--- config.mk ---
export PLATFORM = sky130hd
export DESIGN_NAME = gpio_port_ctl
export DESIGN_NICKNAME = d
export VERILOG_FILES = /design/src/rtl/gpio_port_ctl.sv
export SDC_FILE = /design/constraint.sdc
export NUM_CORES = 1
export LEC_CHECK = 0
export BUFFER_PORTS_ARGS = -buffer_cell sky130_fd_sc_hd__buf_4
export CORE_AREA = 2 2 257 259
export DETAILED_ROUTE_END_ITERATION = 7
export DIE_AREA = 0 0 259 261
export GPL_ROUTABILITY_DRIVEN = 0
export PLACE_DENSITY_LB_ADDON = 0.08
export SKIP_CTS_REPAIR_TIMING = 1
export SYNTH_ARGS = -nofsm -noshare
export SYNTH_HDL_FRONTEND = slang
export SYNTH_SLANG_ARGS = --single-unit
--- constraint.sdc ---
create_clock -name clk -period 3.6 [get_ports clk]
set_input_delay 0.18 -clock clk [delete_from_list [all_inputs] [get_ports clk]]
set_output_delay 0.18 -clock clk [all_outputs]
set_load 0.01 [all_outputs]
--- src/rtl/gpio_port_ctl.sv ---
module gpio_port_ctl #(
  parameter logic [15:0] DBG_PINS = 16'h001F,
  parameter logic [31:0] DBG_PULL = 32'h0000_0059
) (
  input  logic         clk,
  input  logic         rst_n,
  input  logic         bus_sel,
  input  logic         bus_wr,
  input  logic [2:0]   bus_addr,
  input  logic [31:0]  bus_wdata,
  output logic [31:0]  bus_rdata,
  input  logic [15:0]  pad_in,
  output logic [15:0]  pad_out,
  output logic [15:0]  pad_oe,
  output logic [15:0]  pad_pu,
  output logic [15:0]  pad_pd,
  input  logic [255:0] af_out,
  input  logic [255:0] af_oe
);
  localparam int NPIN = 16;
  localparam int NSRC = 16;

  localparam logic [2:0] A_MODE = 3'd0;
  localparam logic [2:0] A_OTYP = 3'd1;
  localparam logic [2:0] A_PULL = 3'd2;
  localparam logic [2:0] A_ODAT = 3'd3;
  localparam logic [2:0] A_IDAT = 3'd4;
  localparam logic [2:0] A_AFLO = 3'd5;
  localparam logic [2:0] A_AFHI = 3'd6;

  function automatic logic [31:0] mode_rst_f(input logic [15:0] dbg);
    logic [31:0] v;
    for (int i = 0; i < NPIN; i++) v[2*i +: 2] = dbg[i] ? 2'b10 : 2'b11;
    return v;
  endfunction

  function automatic logic [31:0] pull_rst_f(input logic [15:0] dbg, input logic [31:0] pl);
    logic [31:0] v;
    for (int i = 0; i < NPIN; i++) v[2*i +: 2] = dbg[i] ? pl[2*i +: 2] : 2'b00;
    return v;
  endfunction

  localparam logic [31:0] MODE_RST = mode_rst_f(DBG_PINS);
  localparam logic [31:0] PULL_RST = pull_rst_f(DBG_PINS, DBG_PULL);

  logic [31:0] mode_q, pull_q, aflo_q, afhi_q;
  logic [15:0] otype_q, odat_q, idat_q;
  logic [15:0] analog;
  logic [63:0] af_sel_all;

  assign af_sel_all = {afhi_q, aflo_q};
  wire wr_en = bus_sel & bus_wr;

  always_ff @(posedge clk or negedge rst_n) begin
    if (!rst_n) begin
      mode_q  <= MODE_RST;
      pull_q  <= PULL_RST;
      otype_q <= '0;
      odat_q  <= '0;
      aflo_q  <= '0;
      afhi_q  <= '0;
    end else if (wr_en) begin
      case (bus_addr)
        A_MODE:  mode_q  <= bus_wdata;
        A_OTYP:  otype_q <= bus_wdata[15:0];
        A_PULL:  pull_q  <= bus_wdata;
        A_ODAT:  odat_q  <= bus_wdata[15:0];
        A_AFLO:  aflo_q  <= bus_wdata;
        A_AFHI:  afhi_q  <= bus_wdata;
        default: ;
      endcase
    end
  end

  always_ff @(posedge clk or negedge rst_n) begin
    if (!rst_n) idat_q <= '0;
    else        idat_q <= pad_in & ~analog;
  end

  always_comb begin
    for (int i = 0; i < NPIN; i++) begin
      logic [1:0] m;
      logic [3:0] k;
      logic       val, en;
      m   = mode_q[2*i +: 2];
      k   = af_sel_all[4*i +: 4];
      val = 1'b0;
      en  = 1'b0;
      case (m)
        2'b01: begin val = odat_q[i]; en = 1'b1; end
        2'b10: begin val = af_out[NSRC*i + int'(k)]; en = af_oe[NSRC*i + int'(k)]; end
        default: ;
      endcase
      analog[i]  = (m == 2'b11);
      pad_out[i] = otype_q[i] ? 1'b0 : val;
      pad_oe[i]  = otype_q[i] ? (en & ~val) : en;
      pad_pu[i]  = (pull_q[2*i +: 2] == 2'b01);
      pad_pd[i]  = (pull_q[2*i +: 2] == 2'b10);
    end
  end

  always_comb begin
    case (bus_addr)
      A_MODE:  bus_rdata = mode_q;
      A_OTYP:  bus_rdata = {16'h0, otype_q};
      A_PULL:  bus_rdata = pull_q;
      A_ODAT:  bus_rdata = {16'h0, odat_q};
      A_IDAT:  bus_rdata = {16'h0, idat_q};
      A_AFLO:  bus_rdata = aflo_q;
      A_AFHI:  bus_rdata = afhi_q;
      default: bus_rdata = '0;
    endcase
  end
endmodule

## Word level (Yosys, flattened, before mapping)

Index checks and enable logic that the tools add are counted.

| storage, ports and cells | value |
|---|---|
| input bits | 567 |
| word-level logic and storage cells | 325 |
| register bits after elaboration | 176 |
| output and inout bits | 96 |

| cells by class | value |
|---|---|
| equal/unequal tests | 86 |
| reduce and logical (&&, ||, !) cells | 7 |
| add/subtract/negate cells | 15 |
| bitwise gates (word level) | 35 |
| multiplexer cells | 159 |
| $lt $le $gt $ge | 16 |

Operators with widths:

| operator | number |
|---|---|
| $bmux 1 s8 | 30 |
| $pmux 32 s7 | 1 |
| $eq 2x2->1 const B | 48 |
| $mux 1 | 94 |
| $add 8x4->9 const A | 8 |
| $lt 9x9->1 const B | 8 |
| $eq 2x1->1 const B | 32 |
| $pmux 1 s2 | 32 |
| $lt 8x9->1 const B | 4 |
| $add 7x4->8 const A | 4 |
| $lt 7x9->1 const B | 2 |
| $and 1x1->1 | 17 |
| $and 16x16->16 | 1 |
| $not 1->1 | 16 |
| $not 16->16 | 1 |
| $add 6x4->7 const A | 2 |
| $reduce_and 2->1 | 6 |
| $eq 3x3->1 const B | 3 |
| $lt 4x9->1 const B | 1 |
| $lt 6x9->1 const B | 1 |
| $bmux 1 s4 | 2 |
| $add 5x4->6 const A | 1 |
| $eq 3x2->1 const B | 2 |
| $eq 3x1->1 const B | 1 |
| $logic_not 3->1 | 1 |

## Logic depth before layout (Yosys ltp)

| depth | value |
|---|---|
| depth after elaboration | 8 |
| mapped depth | 10 |
| gate-level depth less buffers | 7 |

## Least setup slack after synthesis

No wires, ideal clock.

| timing path | value |
|---|---|
| path kind | register to output |
| from | register mode_q[18] |
| to | output pad_oe[9] |
| data arrival time | 1.847 ns |
| slack | 1.573 ns |
| buffers on the path | 0 |
| required time | 3.420 ns |
| cell stages (with the launch flop) | 7 |
| path through | dfstp_2 -> inv_1 -> ha_1 -> nand3b_1 -> a2111oi_0 -> nor3_1 -> a311oi_1 |

| on the way | value |
|---|---|
| longest elaborated chain between the ends | 5 |
| elaborated cells on any way between the ends | 7 |
| those cells by class | 2 x eq/ne; 3 x mux; 2 x bitwise |

RTL lines:

| what | line | RTL |
|---|---|---|
| from (decl) | 46 | `logic [31:0] mode_q, pull_q, aflo_q, afhi_q;` |
| from (signal assigned) | 64 | `A_MODE: mode_q <= bus_wdata;` |
| $eq 2x2->1 or $eq 2x1->1 (tied branches) | 89 | `case (m)` |
| $pmux 1 s2 | 89 |  |
| $not 1->1 | 96 | `pad_oe[i] = otype_q[i] ? (en & ~val) : en;` |
| $and 1x1->1 | 96 |  |
| $mux 1 (*) | 96 |  |
| to (decl) | 14 | `output logic [15:0] pad_oe,` |

Mark *: on every way between the ends. The rest lies on a longest branch, timed or not.

## Worst setup path in the final report

| timing path | value |
|---|---|
| from | register aflo_q[20] |
| to | output pad_out[5] |

| on the way | value |
|---|---|
| longest elaborated chain between the ends | 6 |

RTL lines:

| what | line | RTL |
|---|---|---|
| from (decl) | 46 |  |
| from (signal assigned) | 68 | `A_AFLO: aflo_q <= bus_wdata;` |
| $add 7x4->8 | 91 | `2'b10: begin val = af_out[NSRC*i + int'(k)]; en = af_oe[NSRC*i + int'(k)]; end` |
| $bmux 1 s8 | 91 |  |
| $mux 1 (not written as such) (2 in series) | 91 |  |
| $pmux 1 s2 | 89 |  |
| $mux 1 | 95 | `pad_out[i] = otype_q[i] ? 1'b0 : val;` |
| to (decl) | 13 | `output logic [15:0] pad_out,` |

Every way passes these cells. The select of a mux whose other input is x is not followed.

==> impl_results.md <==
- Rows: 94
- # IOs: 663
- Clock Latency Late Sink: 0.46 ns
- Die area: 0.0676 mm2
- Number of distinct library cells after synthesis: 59
- Reg clk slew, reported paths: 0.06 ns
- Clock sinks: 176
- Worst r2r src: aflo_q[12]
- Flop-to-flop setup slack: 2.38 ns
- Register area: 0.00444 mm2
- Post-synth top cells: dfrtp_1, mux2_2, mux2i_1
- Worst Hold Launch: bus_wdata[29]
- Nets: 2,601
- Sw Ratio: 0.373
- Synth area leaders: dfrtp_1, mux4_2, mux2_2
- Die height: 261 um
- Worst-margin pin slew: 0.978 ns
- Synth top area share: 0.255
- First-pass GRT wire length: 95,100 um
- Slew margin rel.: 0.348
- Vias in the first global route: 14,400
- Core area: 0.0650 mm2
- GR Util met3: 0.0439
- Status: complete, but fails checks
- CTS Buf Count: 17
- FF+latch count, synth: 176
- Setup violators final: 0
- CTS tree: done
- Worst Skew: 0.00980 ns
- Final WL: 66,800 um
- Min Hold Slack: -0.00464 ns
- CP Max Fanout: 15
- Hold path cells: 3
- Main synth FF type: dfrtp_1
- Worst-case reg-to-reg path depth: 2
- Detailed placer's ending HPWL: 52,500 um
- Startpoint Class: register
- Final ANT Viol Nets: 0
- Maximum root-to-sink buffer count: 2
- Drt first pass iters: 5
- Initial DRC Count: 520
- PnR Total Power: 0.00939 W
- Peak supply drop: 345 uV
- Final TNS setup: 0 ns
- Antenna violations before repair: 1
- Place WS: 0.938 ns
- Crit path DAT: 3.00 ns
- Global route overflow: 0
- Synthesized area per cell: 10.5 um2
- Power Dens Cells: 449 mW/mm2
- Post-route worst setup slack: 0.424 ns
- Capture point of the worst reg-to-reg path: aflo_q[12]
- Vias per inst: 4.78
- Critical path class: register to primary output
- Post-Synthesis Cell Area: 0.0143 mm2
- Filler instances: 6,796
- Cells after Synth: 1,358
- Layout cells sized above 1: 0.485
- Yosys warnings: 0
- DRC errors left: 0
- Initial Util: 0.219
- PortBufs: 662
- Crit path from: aflo_q[20]
- Final Critical Period: 3.18 ns
- RSZ-0062 raised after global routing: false
- Gate power share: 0.401
- Ys async rst share: 1.00
- CTS root buffer: clkbuf_16
- Maxcap violations: 0
- Leak Pwr: 9.26 nW
- Hold Path Class: primary input to register
- Met1 Track Usage GR: 0.233
- Seq/Total Area, Yosys: 0.312
- GR Layer Usage met2: 0.345
- Synthesized Nets: 1,973
- Count leader, synth: dfrtp_1
- Leading area contributor after synthesis: dfrtp_1
- Total track usage: 0.191
- Multi-input gate area: 0.00904 mm2
- P_sw: 0.00350 W
- Die W: 259 um
- Crit. End Element: primary output
- Vias post-DR: 13,700
- Final hold vios: 1
- Violated checks: negative hold slack
- Final core utilization: 0.322
- Number of enable flip-flop cells after synthesis: 0
- Max Clk Rate: 0.315 GHz
- Largest net degree at the start of global routing: 109
- ANT cells: 0
- Max-slew violation count: 0
- Synth-to-layout area growth: 46.9%
- Worst hold path endpoint: mode_q[29]
- Final period util: 0.882
- Worst endpoint required time: 3.42 ns
- Register share of total power: 0.383
- Routed len/inst: 23.3 um
- Internal power: 0.00589 W
- Clock Power Share: 0.216
- # H-tree levels: 4
- Gr busiest metal: met2
metrics by stage:
| stage | instances | area [um2] |
|---|---|---|
| finish | 2863 | 20900 |
| CTS | 2818 | 20500 |
| global placement | 2786 | 19900 |
| global route | 2863 | 20900 |
| detailed placement | 2786 | 19900 |
| floorplan | 1358 | 14300 |
layout make-up:
| type | count | share of cell area |
|---|---|---|
| Clock inverter | 11 | 0.00729 |
| Multi-Input combinational cell | 1020 | 0.432 |
| Timing Repair Buffer | 722 | 0.265 |
| Sequential cell | 176 | 0.212 |
| Clock buffer | 21 | 0.0230 |
| Inverter | 49 | 0.00879 |
| Tap cell | 864 | 0.0516 |
layout by cell type (no fill, tap or decap), types with 11 or more instances in the layout:
cell type,instances
a21oi_1,11
a311oi_1,16
a22oi_1,53
nor2_1,47
and3_1,14
o21ai_0,57
nor2b_1,75
nand3_1,45
o211ai_1,13
inv_1,49
nand2b_1,30
clkbuf_16,17
dlygate4sd3_1,45
ha_1,48
dfrtp_1,145
buf_4,675
nand3b_1,41
nor3_1,18
mux4_2,78
nand2_1,86
mux2_2,130
dfstp_2,31
a2111oi_0,24
mux2i_1,121
worst max-delay path, stage by stage (launching register included):
cell,delay [ns]
dfrtp_1,0.78
mux2i_1,0.16
and3_1,0.21
nor4_1,0.51
a21oi_1,0.14
o31ai_1,0.52
buf_4,0.23
worst max path at each step:
stage / endpoint / slack, ns / cells past startpoint
2_1_floorplan: pad_oe[9] / 1.57 / 6
3_3_place_gp: pad_out[5] / 0.98 / 6
3_5_place_dp: pad_out[5] / 0.94 / 6
4_1_cts: pad_out[5] / 0.43 / 6
5_1_grt: pad_out[5] / 0.19 / 6
6_report: pad_out[5] / 0.42 / 6
power by group through the flow:
stage	Sequential [W]	Clock (W)	Combinational (W)
after floorplan	0.00282	0	0.00276
after global placement	0.00365	0	0.00376
after detailed placement	0.00367	0	0.00377
after CTS	0.00363	0.00211	0.00379
after global routing	0.00374	0.00218	0.00412
final	0.00360	0.00203	0.00376
logic make-up (layout without fill, tap and decap cells):
kind of cell / count (synthesis) / count (layout) / share of synthesized area
AND/OR/NAND/NOR: 399 / 399 / 0.153
adder cells (fa/ha/maj): 48 / 48 / 0.0421
multiplexers: 338 / 338 / 0.320
buffers and inverters: 162 / 803 / 0.0557
flip-flops: 176 / 176 / 0.312
AO/OA/AOI/OAI: 235 / 235 / 0.118
layer usage:
metal	up-vias	wire length, um
met1	6811	27900
li1	6385	-
met2	444	34300
met5	-	0
met3	39	3700
met4	0	865
registers in the layout, summed over array words and instances (netlist names):
signal / count
afhi_q: 32
aflo_q: 32
idat_q: 16
mode_q: 32
odat_q: 16
otype_q: 16
pull_q: 32
(Power assumes the default switching activity.)
